--- config.mk ---
export PLATFORM = sky130hd
export DESIGN_NAME = cam_host_ctrl
export DESIGN_NICKNAME = d
export VERILOG_FILES = /design/src/rtl/cam_host_pkg.sv /design/src/rtl/chc_cycle_capture.sv /design/src/rtl/chc_seg_ctrl.sv /design/src/rtl/chc_lock_ctrl.sv /design/src/rtl/cam_host_ctrl.sv
export SDC_FILE = /design/constraint.sdc
export NUM_CORES = 1
export LEC_CHECK = 0
export ABC_AREA = 1
export BUFFER_PORTS_ARGS = -buffer_cell sky130_fd_sc_hd__buf_4
export CAP_MARGIN = 15
export CORE_ASPECT_RATIO = 2
export CORE_MARGIN = 5
export CORE_UTILIZATION = 30
export CTS_BUF_LIST = sky130_fd_sc_hd__clkbuf_8
export DETAILED_ROUTE_END_ITERATION = 10
export GPL_TIMING_DRIVEN = 0
export PLACE_DENSITY = 0.61
export SYNTH_ARGS = -nofsm -noshare
export SYNTH_HDL_FRONTEND = slang
export SYNTH_HIERARCHICAL = 1
export SYNTH_SLANG_ARGS = --single-unit
--- constraint.sdc ---
create_clock -name clk -period 1.8 [get_ports clk]
set_input_delay 0.27 -clock clk [delete_from_list [all_inputs] [get_ports clk]]
set_output_delay 0.27 -clock clk [all_outputs]
set_load 0.02 [all_outputs]
--- src/rtl/cam_host_pkg.sv ---
package cam_host_pkg;

    localparam int DATA_W = 16;
    localparam int OP_W   = 4;
    localparam int DST_W  = 2;

    // {we_n, cmd_n} as sampled at the start edge
    typedef enum logic [1:0] {
        CY_CMD_WR = 2'b00,
        CY_DAT_WR = 2'b01,
        CY_CMD_RD = 2'b10,
        CY_DAT_RD = 2'b11
    } cyc_e;

    typedef enum logic [OP_W-1:0] {
        OP_NOP  = 4'd0,
        OP_SEG  = 4'd1,
        OP_DEST = 4'd2,
        OP_MODE = 4'd3
    } op_e;

    localparam logic [DST_W-1:0] DST_CMP = 2'd0;
    localparam logic [DST_W-1:0] DST_MSK = 2'd1;
    localparam logic [DST_W-1:0] DST_MEM = 2'd2;

    function automatic logic cyc_is_write(cyc_e c);
        return (c == CY_CMD_WR) || (c == CY_DAT_WR);
    endfunction

endpackage

--- src/rtl/chc_cycle_capture.sv ---
module chc_cycle_capture
    import cam_host_pkg::*;
(
    input  logic clk,
    input  logic rst_n,
    input  logic en_n,
    input  logic we_n,
    input  logic cmd_n,
    output logic start_o,
    output cyc_e cyc_now_o,
    output logic act_o,
    output cyc_e cyc_o
);

    typedef struct packed {
        logic en_prev;
        logic act;
        cyc_e cyc;
    } cap_s;

    cap_s cap_d, cap_q;
    logic start_w;
    cyc_e cyc_w;

    always_comb begin
        cyc_w   = cyc_e'({we_n, cmd_n});
        start_w = cap_q.en_prev & ~en_n;
        cap_d   = cap_q;
        cap_d.en_prev = en_n;
        if (start_w) begin
            cap_d.act = 1'b1;
            cap_d.cyc = cyc_w;
        end else if (en_n) begin
            cap_d.act = 1'b0;
        end
    end

    always_ff @(posedge clk or negedge rst_n) begin
        if (!rst_n) begin
            cap_q <= '{en_prev: 1'b1, act: 1'b0, cyc: CY_DAT_RD};
        end else begin
            cap_q <= cap_d;
        end
    end

    assign start_o   = start_w;
    assign cyc_now_o = cyc_w;
    assign act_o     = cap_q.act;
    assign cyc_o     = cap_q.cyc;

    AST_START_OPENS_CYCLE: assert property (@(posedge clk) disable iff (!rst_n)
        start_w |=> cap_q.act) else $error("start without active cycle");
    AST_TYPE_HELD: assert property (@(posedge clk) disable iff (!rst_n)
        (cap_q.act && !en_n) |=> $stable(cap_q.cyc)) else $error("cycle type moved");

endmodule

--- src/rtl/chc_seg_ctrl.sv ---
module chc_seg_ctrl
    import cam_host_pkg::*;
#(
    parameter int SEG_W = 2
) (
    input  logic              clk,
    input  logic              rst_n,
    input  logic              start_i,
    input  cyc_e              cyc_now_i,
    input  logic [DATA_W-1:0] dq_i,
    input  logic              blk_now_i,
    output logic              wr_stb_o,
    output logic [DST_W-1:0]  wr_dest_o,
    output logic [SEG_W-1:0]  wr_seg_o,
    output logic [DATA_W-1:0] wr_word_o,
    output logic              cmp_req_o,
    output logic [DST_W-1:0]  dest_o,
    output logic [SEG_W-1:0]  cnt_o,
    output logic              enh_o
);

    localparam int OP_LSB = DATA_W - OP_W;

    typedef struct packed {
        logic [SEG_W-1:0]  seg_start;
        logic [SEG_W-1:0]  seg_end;
        logic [SEG_W-1:0]  cnt;
        logic [DST_W-1:0]  dest;
        logic              enh;
        logic              stb;
        logic [DST_W-1:0]  wdest;
        logic [SEG_W-1:0]  wseg;
        logic [DATA_W-1:0] word;
        logic              cmp;
    } seg_s;

    seg_s sg_d, sg_q;
    logic accept_w;
    op_e  op_w;

    always_comb begin
        sg_d     = sg_q;
        sg_d.stb = 1'b0;
        sg_d.cmp = 1'b0;
        op_w     = op_e'(dq_i[DATA_W-1:OP_LSB]);
        accept_w = start_i && cyc_is_write(cyc_now_i) && !(blk_now_i && !sg_q.enh);
        if (accept_w) begin
            if (cyc_now_i == CY_CMD_WR) begin
                case (op_w)
                    OP_SEG: begin
                        sg_d.seg_start = dq_i[SEG_W-1:0];
                        sg_d.seg_end   = dq_i[2*SEG_W-1:SEG_W];
                        sg_d.cnt       = dq_i[SEG_W-1:0];
                    end
                    OP_DEST: sg_d.dest = dq_i[DST_W-1:0];
                    OP_MODE: sg_d.enh  = dq_i[0];
                    default: ;
                endcase
            end else begin
                sg_d.stb   = 1'b1;
                sg_d.word  = dq_i;
                sg_d.wdest = sg_q.dest;
                sg_d.wseg  = sg_q.cnt;
                if (sg_q.cnt == sg_q.seg_end) begin
                    sg_d.cnt = sg_q.seg_start;
                    sg_d.cmp = (sg_q.dest == DST_CMP) || (sg_q.dest == DST_MSK);
                end else begin
                    sg_d.cnt = sg_q.cnt + 1'b1;
                end
            end
        end
    end

    always_ff @(posedge clk or negedge rst_n) begin
        if (!rst_n) begin
            sg_q <= '0;
        end else begin
            sg_q <= sg_d;
        end
    end

    assign wr_stb_o  = sg_q.stb;
    assign wr_dest_o = sg_q.wdest;
    assign wr_seg_o  = sg_q.wseg;
    assign wr_word_o = sg_q.word;
    assign cmp_req_o = sg_q.cmp;
    assign dest_o    = sg_q.dest;
    assign cnt_o     = sg_q.cnt;
    assign enh_o     = sg_q.enh;

    AST_CMP_ONE_SHOT: assert property (@(posedge clk) disable iff (!rst_n)
        sg_q.cmp |=> !sg_q.cmp) else $error("compare longer than one clock");
    AST_CMP_NOT_MEMORY: assert property (@(posedge clk) disable iff (!rst_n)
        sg_q.cmp |-> (sg_q.stb && sg_q.wdest != DST_MEM)) else $error("compare on memory write");
    AST_END_RELOADS: assert property (@(posedge clk) disable iff (!rst_n)
        sg_q.cmp |-> (sg_q.cnt == sg_q.seg_start)) else $error("no reload at end count");

endmodule

--- src/rtl/chc_lock_ctrl.sv ---
module chc_lock_ctrl (
    input  logic clk,
    input  logic rst_n,
    input  logic start_i,
    input  logic ec_n,
    input  logic cmp_i,
    input  logic match_i,
    input  logic multi_i,
    output logic blk_now_o,
    output logic blk_o,
    output logic mf_o,
    output logic mm_o
);

    typedef struct packed {
        logic lock;
        logic miss;
        logic blk;
        logic mf;
        logic mm;
    } lk_s;

    lk_s lk_d, lk_q;

    always_comb begin
        lk_d = lk_q;
        if (start_i) begin
            lk_d.lock = ~ec_n;
            lk_d.blk  = lk_q.lock & lk_q.miss;
        end
        if (cmp_i) begin
            lk_d.mf   = match_i;
            lk_d.mm   = multi_i;
            lk_d.miss = ~match_i;
        end
    end

    always_ff @(posedge clk or negedge rst_n) begin
        if (!rst_n) begin
            lk_q <= '0;
        end else begin
            lk_q <= lk_d;
        end
    end

    assign blk_now_o = lk_q.lock & lk_q.miss;
    assign blk_o     = lk_q.blk;
    assign mf_o      = lk_q.mf;
    assign mm_o      = lk_q.mm;

    AST_FLAGS_HELD: assert property (@(posedge clk) disable iff (!rst_n)
        !cmp_i |=> $stable({lk_q.mf, lk_q.mm})) else $error("flags moved without compare");
    AST_LOCK_FROM_EC: assert property (@(posedge clk) disable iff (!rst_n)
        start_i |=> (lk_q.lock == !$past(ec_n))) else $error("lock not taken from cascade enable");

endmodule

--- src/rtl/cam_host_ctrl.sv ---
module cam_host_ctrl
    import cam_host_pkg::*;
(
    input  logic        clk,
    input  logic        rst_n,
    input  logic        en_n,
    input  logic        we_n,
    input  logic        cmd_n,
    input  logic        ec_n,
    input  logic [15:0] dq_i,
    output logic [15:0] dq_o,
    output logic        dq_oe,
    input  logic [15:0] assoc_i,
    input  logic        match_i,
    input  logic        multi_i,
    output logic        wr_stb,
    output logic [1:0]  wr_dest,
    output logic [1:0]  wr_seg,
    output logic [15:0] wr_word,
    output logic        cmp_req,
    output logic        match_n,
    output logic        mult_n
);

    localparam int SEG_W   = 2;
    localparam int ST_CNT  = 5;
    localparam int ST_PAD  = DATA_W - ST_CNT - SEG_W;

    logic             start_w, act_w, blk_now_w, blk_w, mf_w, mm_w, enh_w;
    cyc_e             cyc_now_w, cyc_w;
    logic [DST_W-1:0] dest_w;
    logic [SEG_W-1:0] cnt_w;
    logic [DATA_W-1:0] status_w;
    logic             rd_cyc_w;

    chc_cycle_capture u_cap (
        .clk       (clk),
        .rst_n     (rst_n),
        .en_n      (en_n),
        .we_n      (we_n),
        .cmd_n     (cmd_n),
        .start_o   (start_w),
        .cyc_now_o (cyc_now_w),
        .act_o     (act_w),
        .cyc_o     (cyc_w)
    );

    chc_seg_ctrl #(.SEG_W(SEG_W)) u_seg (
        .clk       (clk),
        .rst_n     (rst_n),
        .start_i   (start_w),
        .cyc_now_i (cyc_now_w),
        .dq_i      (dq_i),
        .blk_now_i (blk_now_w),
        .wr_stb_o  (wr_stb),
        .wr_dest_o (wr_dest),
        .wr_seg_o  (wr_seg),
        .wr_word_o (wr_word),
        .cmp_req_o (cmp_req),
        .dest_o    (dest_w),
        .cnt_o     (cnt_w),
        .enh_o     (enh_w)
    );

    chc_lock_ctrl u_lock (
        .clk       (clk),
        .rst_n     (rst_n),
        .start_i   (start_w),
        .ec_n      (ec_n),
        .cmp_i     (cmp_req),
        .match_i   (match_i),
        .multi_i   (multi_i),
        .blk_now_o (blk_now_w),
        .blk_o     (blk_w),
        .mf_o      (mf_w),
        .mm_o      (mm_w)
    );

    always_comb begin
        status_w = {{ST_PAD{1'b0}}, cnt_w, dest_w, enh_w, mm_w, mf_w};
        rd_cyc_w = (cyc_w == CY_DAT_RD) || (cyc_w == CY_CMD_RD);
        dq_oe    = act_w && rd_cyc_w && !blk_w && !en_n;
        dq_o     = (cyc_w == CY_DAT_RD) ? assoc_i : status_w;
    end

    assign match_n = ~mf_w;
    assign mult_n  = ~mm_w;

    AST_OE_NEEDS_EN: assert property (@(posedge clk) disable iff (!rst_n)
        dq_oe |-> !en_n) else $error("bus driven with enable high");
    AST_STD_WRITE_BLOCKED: assert property (@(posedge clk) disable iff (!rst_n)
        (start_w && blk_now_w && !enh_w) |=> !wr_stb) else $error("blocked write reached array");
    AST_BLOCKED_NO_READ: assert property (@(posedge clk) disable iff (!rst_n)
        blk_w |-> !dq_oe) else $error("blocked read drove bus");

endmodule

## After elaboration in Yosys (flattened, before gate mapping)

Index checks and enable logic that the tools add are counted.

| word-level totals | value |
|---|---|
| register bits | 40 |
| latch bits | 0 |
| memory bits (writable) | 0 |
| ROM bits | 0 |
| output and inout bits | 41 |
| logic and storage cells | 66 |
| memories | 0 |

| operators by class | value |
|---|---|
| add/sub/neg operators | 1 |
| $mul | 0 |
| div/mod/pow operators | 0 |
| order comparisons | 0 |
| equality and inequality tests | 9 |
| shifts and indexed selects | 0 |
| multiplexer cells | 9 |
| bitwise logic cells | 8 |
| reductions and logical operators | 21 |

Operators by type and width:

| kind | count |
|---|---|
| $mux W22 | 2 |
| $mux W16 | 1 |
| $reduce_and A3 Y1 | 3 |
| $eq A4 B2 Y1 const B | 2 |
| $logic_and A1 B1 Y1 | 6 |
| $mux W6 | 1 |
| $not A1 Y1 | 6 |
| $eq A2 B1 Y1 const B | 2 |
| $eq A2 B2 Y1 const B | 2 |
| $eq A4 B1 Y1 const B | 1 |
| $logic_not A1 Y1 | 4 |
| $logic_not A2 Y1 | 2 |
| $mux W2 | 2 |
| $reduce_and A2 Y1 | 2 |
| $logic_or A1 B1 Y1 | 3 |
| $mux W1 | 3 |
| $add A2 B1 Y2 const B | 1 |
| $and A1 B1 Y1 | 2 |
| $eq A2 B2 Y1 | 1 |
| $ne A2 B2 Y1 const B | 1 |
| $reduce_bool A2 Y1 | 1 |

## Depth between registers and ports, before layout

Gate-level depths: netlist (run 1).

| logic depth | value |
|---|---|
| depth after elaboration | 5 |
| depth in mapped cells | 10 |
| mapped depth without buffers | 9 |

## Cells and area by module

The synthesis (run 1) kept the hierarchy.

Modules (own cells, without submodules):

| module | instances | cells an instance | area each (um^2) |
|---|---|---|---|
| chc_seg_ctrl | 1 | 180 | 1536.5 |
| cam_host_ctrl | 1 | 50 | 235.2 |
| chc_lock_ctrl | 1 | 26 | 205.2 |
| chc_cycle_capture | 1 | 19 | 180.2 |

## Worst setup path before layout (run 1)

OpenSTA, ideal clock, no wires.

| timing path | value |
|---|---|
| path kind | flip-flop to output port |
| start point | register u_cap.cap_q (netlist bit u_cap/cyc_o[0]) |
| end point | output dq_o[10] |
| data arrival time | 1197 ps |
| required time | 1530 ps |
| slack | 333 ps |
| stages on the path, launching flop included | 6 |
| path buffers | 3 |
| path through | dfstp_2 -> buf_4 -> buf_6 -> nand2_8 -> buf_6 -> nor2_1 |

| on the way | value |
|---|---|
| word-level cells in the longest chain between the ends | 2 |

Ends and longest elaborated chain:

| item | line | RTL |
|---|---|---|
| start: declaration | chc_cycle_capture.sv:21 | `cap_s cap_d, cap_q;` |
| start signal: assignment | chc_cycle_capture.sv:40 | `cap_q <= '{en_prev: 1'b1, act: 1'b0, cyc: CY_DAT_RD};` |
| start signal: assignment | chc_cycle_capture.sv:42 | `cap_q <= cap_d;` |
| $eq A2 B2 Y1 | cam_host_ctrl.sv:83 | `dq_o = (cyc_w == CY_DAT_RD) ? assoc_i : status_w;` |
| $mux W16 | cam_host_ctrl.sv:83 |  |
| end: declaration | cam_host_ctrl.sv:11 | `output logic [15:0] dq_o,` |

Every way passes these cells.

## Worst setup path in the final report (run 1)

| timing path | value |
|---|---|
| start point | register u_cap.cap_q (netlist bit u_cap/cyc_o[1]) |
| end point | output dq_o[6] |

The elaborated chain is that of the path after synthesis.

==> results of run 1 <==
what timing repair did:
item,in CTS,in global routing
hold buffers,1,0
endpoints found under the setup margin,0,10
hold endpoints to repair,37,0
gates resized for setup,0,2
layout by cell type (no fill, tap or decap), drive strengths merged:
cell type / n
dlygate4sd3: 1
nor3: 1
nand4: 1
dfstp: 3
nand2: 108
buf: 113
inv: 38
a21oi: 4
or2: 1
nor4: 1
o21ai: 13
clkbuf: 5
dfrtp: 37
xnor2: 1
nand3: 17
nor2: 18
worst max path at each step:
| stage | endpoint | slack [ns] | depth (start not counted) |
|---|---|---|---|
| CTS | dq_o[6] | 0.009 | 7 |
| floorplan | dq_o[10] | 0.33 | 5 |
| global placement | u_seg/wr_word_o[6] | 0.22 | 9 |
| detailed placement | u_seg/wr_word_o[6] | 0.21 | 9 |
| global route | dq_o[6] | 0.008 | 6 |
| finish | dq_o[6] | 0.12 | 6 |
kinds of logic (layout without fill, tap and decap cells):
kind of cell           after synthesis  count (layout)  synth area share (%)
XOR/XNOR                             1               1                0.4061
flip-flops                          40              40                 46.58
AND/OR/NAND/NOR                    147             147                 30.05
AO/OA/AOI/OAI                       17              17                 3.944
buffers and inverters               70             157                 19.03
layout make-up:
class                      instances  area [sq um]
fill                             739          4049
clock inverter                     3         11.26
timing repair buffer              81         610.6
inverter                          35         131.4
buffer                            33         264.0
tap                               90         112.6
clock buffer                       5         68.82
sequential                        40          1005
multi-input combinational        165         742.0
state kept, by name, indices dropped and copies added (netlist names), 2 cells and up:
| signal | cells |
|---|---|
| u_lock/lk_q | 2 |
| u_seg/dest_o | 2 |
| u_seg/cnt_o | 2 |
| u_cap/cyc_o | 2 |
| u_seg/wr_dest_o | 2 |
| u_seg/wr_seg_o | 2 |
| u_seg/wr_word_o | 16 |
| u_seg/sg_q | 4 |
metal layers:
metal  global-route usage (%)  part of all wire, %  routed length, um
met3                    3.238                  7.8                378
met1                    12.37                   39               1888
met2                    20.25                   51               2502
met5                        0                    0                  0
met4                    4.740                  2.0                 95
power by group through the flow:
stage                     registers [mW]  logic [mW]  clock network (mW)
after floorplan                     1.21       0.846                   0
after global placement              1.24        1.29                   0
after detailed placement            1.25        1.30                   0
after CTS                           1.24        1.31               0.573
after global routing                1.26        1.42               0.610
final                               1.23        1.27               0.548
==> summary.txt, run 1 <==
Run status
  • Outcome: finished clean

STA
  • Slew Viols, Final: 0
  • Final Hold Violating Endpoints: 0
  • Post-layout worst setup margin: 0.1172 ns
  • Period utilization: 93.49%
  • Setup_tns: 0 ns
  • Worst-Margin Slew: 0.4956 ns
  • Final setup violating endpoints: 0
  • RSZ-0062 raised after global routing: false
  • WHS: 0.1090 ns
  • Clk_skew: 0.006264 ns
  • Slew headroom: 66.96%
  • Final min period: 1.683 ns
  • FMAX: 594.3 MHz

Cells and area
  • Fin cells: 452
  • Layout cells sized above 1: 37.02%
  • Layout area overhead: 36.54%
  • Post-route cell area: 2945 sq um
  • Final Util: 42.11%
  • Nets: 401
  • Ant diodes: 0

Critical path
  • RR Endpoint: u_seg/wr_dest_o[0]
  • Top Family by Delay on Critical Path: flip-flops
  • Setup crit start kind: register
  • CP Data Required Time: 1.53 ns
  • CP Buf/Inv Count: 3
  • Slowest CP cell: dfstp_2
  • Worst r2r path cells: 9
  • Worst path cell trace: buf_6 -> nand2_8 -> buf_6 -> nand2_1 -> nand2_1 -> buf_4
  • Reg-to-Reg Start: u_cap/cap_q[3]
  • Critical Path Start: u_cap/cyc_o[1]
  • R2R Setup Slk: 0.22 ns
  • WS Path Type: register to output port
  • Crit path capture type: output port
  • Worst Path Arrival: 1.41 ns
  • Max incr delay on CP: 0.54 ns
  • Max FO, Critical Path: 10

CTS
  • Max H-tree Level: 2
  • CTS Sinks: 40
  • CTS tree: built
  • Post-CTS setup buffers: 0
  • Clock Root Buffer: clkbuf_8
  • Worst-path clk slew: 0.07 ns
  • Worst-case clock buffer depth: 2
  • Skew-Pair Late Insertion Delay: 0.29 ns
  • Num CTS Buffers: 5

Route
  • Vias/cell: 4.124
  • WL/cell: 10.76 um
  • DRC violation count after routing: 0
  • 1st-iter DRT viols: 64
  • DRT antenna net count: 0
  • DR pass1 iterations: 4
  • Vias: 1864
  • Wirelength, routed: 4864 um

Synth
  • Number of enable flip-flop cells after synthesis: 0
  • Post-Syn Nets: 315
  • Seq cells post-synth: 40
  • Netlist cell types: 23
  • Register area share after synthesis: 46.58%
  • Syn. warnings: 6
  • Top FF cell, synth: dfrtp_1
  • Ys async rst share: 100.0%
  • Syn avg cell area: 7.844 sq um
  • Commonest cells in the netlist: 103 x nand2_1, 37 x dfrtp_1, 32 x inv_1
  • Share of the synthesized area in the top cell type: 42.92%
  • Most common cell in the netlist: nand2_1
  • Synthesized area: 2157 sq um
  • Post-Synthesis Cells: 275
  • Yosys top cell by area: dfrtp_1
  • Synth top area cells: dfrtp_1 43%, nand2_1 18%, buf_4 10%

Die
  • Starting Density: 30.84%
  • Die area: 9089 sq um
  • Std-Cell Rows: 43
  • Ports: 81
  • Core area: 6994 sq um
  • Die Span Y: 129.9 um
  • Die width: 69.96 um

GRT
  • Global-route wire length before repair: 8383 um
  • Grt ovf: 0
  • Number of global-route vias before repair: 1859
  • Initial antenna violation count: 0
  • Largest net degree at the start of global routing: 41
  • Overall Global Routing Usage: 11.29%

Place
  • Placed Area: 2870 sq um
  • Gpl congestion: 0.8299
  • Port bufs: 80
  • DP Cell Count: 445
  • HPWL Detailed: 3881 um
  • Post-place setup slack: 0.2130 ns

Power
  • Tot Pwr: 3.055 mW
  • Max IR drop VDD: 0.0005392 V
  • Power density over the cells: 1037 nW/um^2
  • Int Pwr: 1.987 mW
  • Clk pwr share: 17.9%
  • Net Sw Power: 1.068 mW
  • Logic pwr share: 41.7%
  • Pleak: 1.688 nW
  • Sw Share: 34.96%
  • Reg power frac: 40.4%

Worst hold path
  • Hold Path Class: input port to register
  • Hold Path End: u_cap/cap_q[3]
  • WHS Path Cells: 1
  • Launch point of the worst hold path: en_n

Run
  • Max cap viols: 0
Power figures use the tool's default switching activity.
==> run 2, diff against run 1 <==
Settings changed: CELL_PAD_IN_SITES_DETAIL_PLACEMENT set to 2, CELL_PAD_IN_SITES_GLOBAL_PLACEMENT set to 2, CORE_UTILIZATION 30 to 28, PLACE_DENSITY 0.61 to 0.91.
==> summary.txt, run 2 (synthesis results as in run 1) <==
Run status
  • Outcome: finished clean

Worst hold path
  • WHS Path Cells: 1 (unchanged)
  • Hold Path End: u_cap/cap_q[3]
  • Hold Path Class: input port to register
  • Launch point of the worst hold path: en_n

CTS
  • Clock Root Buffer: clkbuf_8
  • Worst-case clock buffer depth: 2 (unchanged)
  • Post-CTS setup buffers: 0 (unchanged)
  • CTS tree: built
  • Worst-path clk slew: 0.07 ns (about the same)
  • Skew-Pair Late Insertion Delay: 0.30 ns (about the same)
  • CTS Sinks: 40 (unchanged)
  • Num CTS Buffers: 5 (unchanged)
  • Max H-tree Level: 2 (unchanged)

Run
  • Max cap viols: 0 (unchanged)

Critical path
  • RR Endpoint: u_seg/cmp_req_o
  • Reg-to-Reg Start: u_cap/cap_q[3]
  • Most used cell along the critical path: nand2_1
  • Worst r2r path cells: 8 (-1)
  • Setup crit start kind: register
  • Max incr delay on CP: 0.55 ns (about the same)
  • Worst path cell trace: buf_8 -> nand2_8 -> buf_6 -> nand2_1 -> nand2_1 -> buf_4
  • Worst Path Arrival: 1.46 ns (+0.05 ns)
  • Max FO, Critical Path: 10 (unchanged)
  • WS Path Type: register to output port
  • Top Family by Delay on Critical Path: flip-flops
  • Slowest CP cell: dfstp_2
  • CP Buf/Inv Count: 3 (unchanged)
  • CP Data Required Time: 1.53 ns (about the same)
  • Crit path capture type: output port
  • R2R Setup Slk: 0.11 ns (-0.11 ns)

Power
  • Clk pwr share: 23.7% (+5.8 points)
  • Logic pwr share: 39.8% (-1.9 points)
  • Power density over the cells: 1142 nW/um^2 (+10%)
  • Max IR drop VDD: 0.0005489 V (+1.8%)
  • Reg power frac: 36.5% (-3.9 points)
  • Pleak: 1.701 nW (+0.76%)
  • Net Sw Power: 1.227 mW (+15%)
  • Sw Share: 35.55% (+0.59 points)
  • Int Pwr: 2.225 mW (+12%)

Route
  • Vias: 2066 (+11%)
  • DRT antenna net count: 0 (unchanged)
  • WL/cell: 16.12 um (+50%)
  • 1st-iter DRT viols: 46 (-28%)
  • DRC violation count after routing: 0 (unchanged)
  • DR pass1 iterations: 4 (unchanged)
  • Vias/cell: 4.531 (+9.9%)
  • Wirelength, routed: 7352 um (+51%)

Die
  • Core area: 7545 sq um (+7.9%)
  • Die width: 72.07 um (+3.0%)
  • Std-Cell Rows: 45 (+4.7%)
  • Starting Density: 28.59% (-2.3 points)
  • Die Span Y: 134.1 um (+3.2%)
  • Die area: 9666 sq um (+6.3%)
  • Ports: 81 (unchanged)

STA
  • Final min period: 1.731 ns (+0.04801 ns)
  • Final Hold Violating Endpoints: 0 (unchanged)
  • Worst-Margin Slew: 0.5294 ns (+0.03380 ns)
  • Period utilization: 96.16% (+2.7 points)
  • Slew headroom: 64.70% (-2.3 points)
  • FMAX: 577.8 MHz (-2.8%)
  • Slew Viols, Final: 0 (unchanged)
  • RSZ-0062 raised after global routing: false
  • Setup_tns: 0 ns (unchanged)
  • Final setup violating endpoints: 0 (unchanged)
  • Clk_skew: 0.007802 ns (+0.001538 ns)

Cells and area
  • Commonest non-fill, non-tap cells in the layout: 106 x buf_4, 103 x nand2_1, 37 x dfrtp_1
  • Commonest non-fill, non-tap cell in the layout: buf_4
  • Max reg flops: 16 (unchanged)
  • Nets: 401 (unchanged)
  • Ant diodes: 0 (unchanged)
  • Layout area overhead: 40.20%
  • Final Util: 40.08% (-2.0 points)
  • Layout cells sized above 1: 39.23% (+2.2 points)

GRT
  • Global-route wire length before repair: 11850 um (+41%)
  • Largest net degree at the start of global routing: 41 (unchanged)
  • Overall Global Routing Usage: 15.82% (+4.5 points)
  • Number of global-route vias before repair: 2433 (+31%)
  • Initial antenna violation count: 0 (unchanged)
  • Grt ovf: 0 (unchanged)

Place
  • HPWL Detailed: 5396 um (+39%)
  • Gpl congestion: 0.7701 (-7.2%)
  • Port bufs: 80 (unchanged)
[run 2: worst max path at each step]
stage	cells past startpoint	slack (ns)	to	from
6_report	6	0.07	dq_o[6]	u_cap/cyc_o[0]
5_1_grt	6	0.0004	dq_o[6]	u_cap/cyc_o[0]
4_1_cts	6	0.01	dq_o[6]	u_cap/cyc_o[0]
2_1_floorplan	5	0.33	dq_o[10]	u_cap/cyc_o[0]
3_3_place_gp	9	0.21	u_seg/wr_word_o[5]	u_cap/cap_q[3]
3_5_place_dp	9	0.1	u_seg/wr_word_o[4]	u_cap/cap_q[3]
[run 2: through the flow]
stage          worst slack (ns)  cell area (sq um)  total power [mW]  cells  hold slack, ns
2_1_floorplan            0.3326               2157             2.057    275        -0.02559
3_3_place_gp             0.2111               2875             2.543    449          0.2822
3_5_place_dp            0.09772               2875             2.621    449          0.2849
4_1_cts                 0.01090               2998             3.486    456         0.08977
5_1_grt               0.0004348               3024             3.655    456         0.08850
6_report                0.06921               3024             3.452    456          0.1004
[run 2: layout make-up]
type	instances	area, sq um
Inverter	35	131.4
Fill cell	905	4521
Sequential cell	40	1005
Multi-Input combinational cell	165	758.2
Tap cell	94	117.6
Timing Repair Buffer	81	614.3
Buffer	33	271.5
Clock buffer	7	96.34
Clock inverter	1	30.03
[run 2: what timing repair did]
item	CTS	global route
endpoints found under the hold margin	37	0
hold buffers	1	0
resized for setup	4	7
setup endpoints to repair	10	10
pin swaps	0	0
[run 2: routing by layer]
layer	part of all wire, %	up-vias	global-route usage (%)
met3	5.0	11	2.101
met5	0	-	0
li1	-	972	-
met2	60	62	31.37
met4	1.8	0	6.904
met1	33	1021	15.36
[run 2: power by group through the flow]
stage	clock (mW)	combinational [mW]	sequential, mW
after global routing	0.873	1.50	1.29
after global placement	0	1.29	1.25
after floorplan	0	0.846	1.21
final	0.819	1.37	1.26
after CTS	0.841	1.39	1.26
after detailed placement	0	1.35	1.27
==> run 3, diff against run 2 <==
==> constraint.sdc (replaced) <==
create_clock -name clk -period 1.8 [get_ports clk]
set_input_delay 0.36 -clock clk [delete_from_list [all_inputs] [get_ports clk]]
set_output_delay 0.36 -clock clk [all_outputs]
set_load 0.02 [all_outputs]
==> summary.txt, run 3 (synthesis results as in run 1) <==
GRT
  • Global-route wire length before repair: 12120 um (+2.2%)
  • Grt ovf: 0 (unchanged)
  • Grt met1 use: 15.89% (+0.53 points)
  • Largest net degree at the start of global routing: 41 (unchanged)
  • Overall Global Routing Usage: 16.17% (+0.35 points)
  • GR Util met3: 2.026% (-0.075 points)
  • Top Usage Layer GRT: met2
  • Met2 global-route usage: 31.83% (+0.46 points)
  • Initial antenna violation count: 0 (unchanged)
  • Number of global-route vias before repair: 2463 (+1.2%)

Route
  • DRT antenna net count: 0 (unchanged)
  • Vias: 2074 (+0.39%)
  • 1st-iter DRT viols: 39 (-15%)
  • WL/cell: 16.26 um (+0.83%)
  • DR pass1 iterations: 4 (unchanged)
  • Vias/cell: 4.519 (-0.27%)
  • Wirelength, routed: 7462 um (+1.5%)
  • DRC violation count after routing: 0 (unchanged)

Critical path
  • CP Data Required Time: 2.00 ns (+0.47 ns)
  • Reg-to-Reg Start: u_cap/cap_q[3]
  • Critical Path Start: u_cap/cap_q[3]
  • Worst Path Arrival: 1.91 ns (+0.45 ns)
  • Top Family by Delay on Critical Path: simple AND/OR/NAND/NOR gates
  • Max FO, Critical Path: 10 (unchanged)
  • Max incr delay on CP: 0.56 ns (about the same)
  • End of the critical path: u_seg/cmp_req_o
  • Total number of cells along the worst setup path: 8 (+2)
  • WS Path Type: register to register
  • Setup crit start kind: register
  • Crit path capture type: register
  • CP Buf/Inv Count: 3 (unchanged)
  • Slowest CP cell: dfstp_2
  • RR Endpoint: u_seg/cmp_req_o
  • Worst r2r path cells: 8 (unchanged)
  • R2R Setup Slk: 0.09 ns (-0.02 ns)
  • Worst path cell trace: nand2_2 -> inv_4 -> nand2_4 -> nor2_4 -> nand2_2 -> buf_6 -> buf_6 -> nor3_2

CTS
  • Worst-path clk slew: 0.08 ns (about the same)
  • Clock Root Buffer: clkbuf_8
  • Hold_buf cts: 0 (-1)
  • CTS tree: built
  • Worst-case clock buffer depth: 2 (unchanged)
  • CTS Sinks: 40 (unchanged)
  • Skew-Pair Late Insertion Delay: 0.30 ns (about the same)
  • Num CTS Buffers: 5 (unchanged)
  • Max H-tree Level: 2 (unchanged)

Cells and area
  • Nets: 404 (+0.75%)
  • Ant diodes: 0 (unchanged)
  • Max reg flops: 16 (unchanged)
  • Commonest non-fill, non-tap cell in the layout: buf_4
  • Layout cells sized above 1: 39.45% (+0.23 points)
  • Commonest non-fill, non-tap cells in the layout: 108 x buf_4, 103 x nand2_1, 37 x dfrtp_1
  • Post-route cell area: 3035 sq um (+0.37%)
  • Layout area overhead: 40.72%

Die
  • Core area: 7545 sq um (unchanged)
  • Die Span Y: 134.1 um (unchanged)
  • Std-Cell Rows: 45 (unchanged)
  • Die width: 72.07 um (unchanged)
  • Die area: 9666 sq um (unchanged)
  • Ports: 81 (unchanged)
  • Starting Density: 28.59% (unchanged)

STA
  • Final Hold Violating Endpoints: 0 (unchanged)
  • Final min period: 1.714 ns (-0.01646 ns)
  • Period utilization: 95.24% (-0.91 points)
  • Slew headroom: 64.92% (+0.22 points)
  • Final setup violating endpoints: 0 (unchanged)
  • Worst-Margin Slew: 0.5213 ns (-0.008123 ns)
  • Clk_skew: 0.006889 ns (-0.0009128 ns)
  • RSZ-0062 raised after global routing: false
  • Slew Viols, Final: 0 (unchanged)
  • Setup_tns: 0 ns (unchanged)
  • FMAX: 583.3 MHz (+0.96%)

Power
  • Sw Share: 35.31% (-0.24 points)
  • Reg power frac: 36.3% (-0.2 points)
  • Max IR drop VDD: 0.0005473 V (-0.29%)
  • Clk pwr share: 23.6% (about the same)
  • Net Sw Power: 1.223 mW (-0.31%)
  • Int Pwr: 2.241 mW (+0.72%)
  • Pleak: 1.717 nW (+0.97%)
  • Logic pwr share: 40.1% (+0.3 points)
  • Power density over the cells: 1141 nW/um^2 (about the same)

Run status
  • Outcome: finished clean

Place
  • Port bufs: 80 (unchanged)
  • HPWL Detailed: 5396 um (unchanged)
  • Gpl congestion: 0.7701 (unchanged)
  • Placed Area: 2875 sq um (unchanged)

Worst hold path
  • Hold Path Class: input port to async pin

Run
  • Max cap viols: 0 (unchanged)
-- run 3: changes by cell type in the layout (fill, tap and decap cells not counted), sizes merged --
cell / delta
dlygate4sd3: -1
buf: +4
-- run 3: area by class of cell --
cell class	count	area (sq um)
multi-input combinational	165	747.0
timing repair buffer	85	653.1
inverter	35	133.9
clock inverter	1	30.03
clock buffer	7	96.34
buffer	32	252.7
fill	900	4509
sequential	40	1005
tap	94	117.6
-- run 3: metal layers --
layer	routed length, um	vias to the layer above
met1	2493	1014
met5	0	-
met3	374	14
met4	181	0
li1	-	979
met2	4412	67
-- run 3: timing repair --
action,4_1_cts,5_1_grt
setup endpoints to repair,11,6
gates resized for setup,5,5
pin swaps,0,3
setup buffers,5,0
-- run 3: per-stage QoR --
step	hold WS, ns	instances	setup WS [ns]	util (%)	total power, mW
6_report	0.02989	459	0.08566	40.23	3.464
3_5_place_dp	0.3749	449	0.07992	38.11	2.621
2_1_floorplan	0.06441	275	0.2426	-	2.057
3_3_place_gp	0.3722	449	0.1858	38.11	2.543
4_1_cts	0.04896	459	0.04033	40.00	3.506
5_1_grt	0.06825	459	0.002893	40.23	3.672
-- run 3: worst min path at each step --
| stage | startpoint | to | slack (ns) | depth (start not counted) |
|---|---|---|---|---|
| floorplan | rst_n | u_cap/act_o | 0.06 | 0 |
| global placement | rst_n | u_seg/wr_stb_o | 0.37 | 1 |
| detailed placement | rst_n | u_seg/wr_word_o[11] | 0.37 | 1 |
| CTS | rst_n | u_seg/cmp_req_o | 0.05 | 1 |
| global route | rst_n | u_seg/wr_word_o[11] | 0.07 | 1 |
| finish | rst_n | u_seg/cmp_req_o | 0.03 | 1 |
-- run 3: power by group through the flow --
stage | registers, mW | clock network [mW] | logic [mW]
floorplan | 1.21 | 0 | 0.846
global placement | 1.25 | 0 | 1.29
detailed placement | 1.27 | 0 | 1.35
CTS | 1.26 | 0.841 | 1.40
global route | 1.29 | 0.874 | 1.51
finish | 1.26 | 0.817 | 1.39
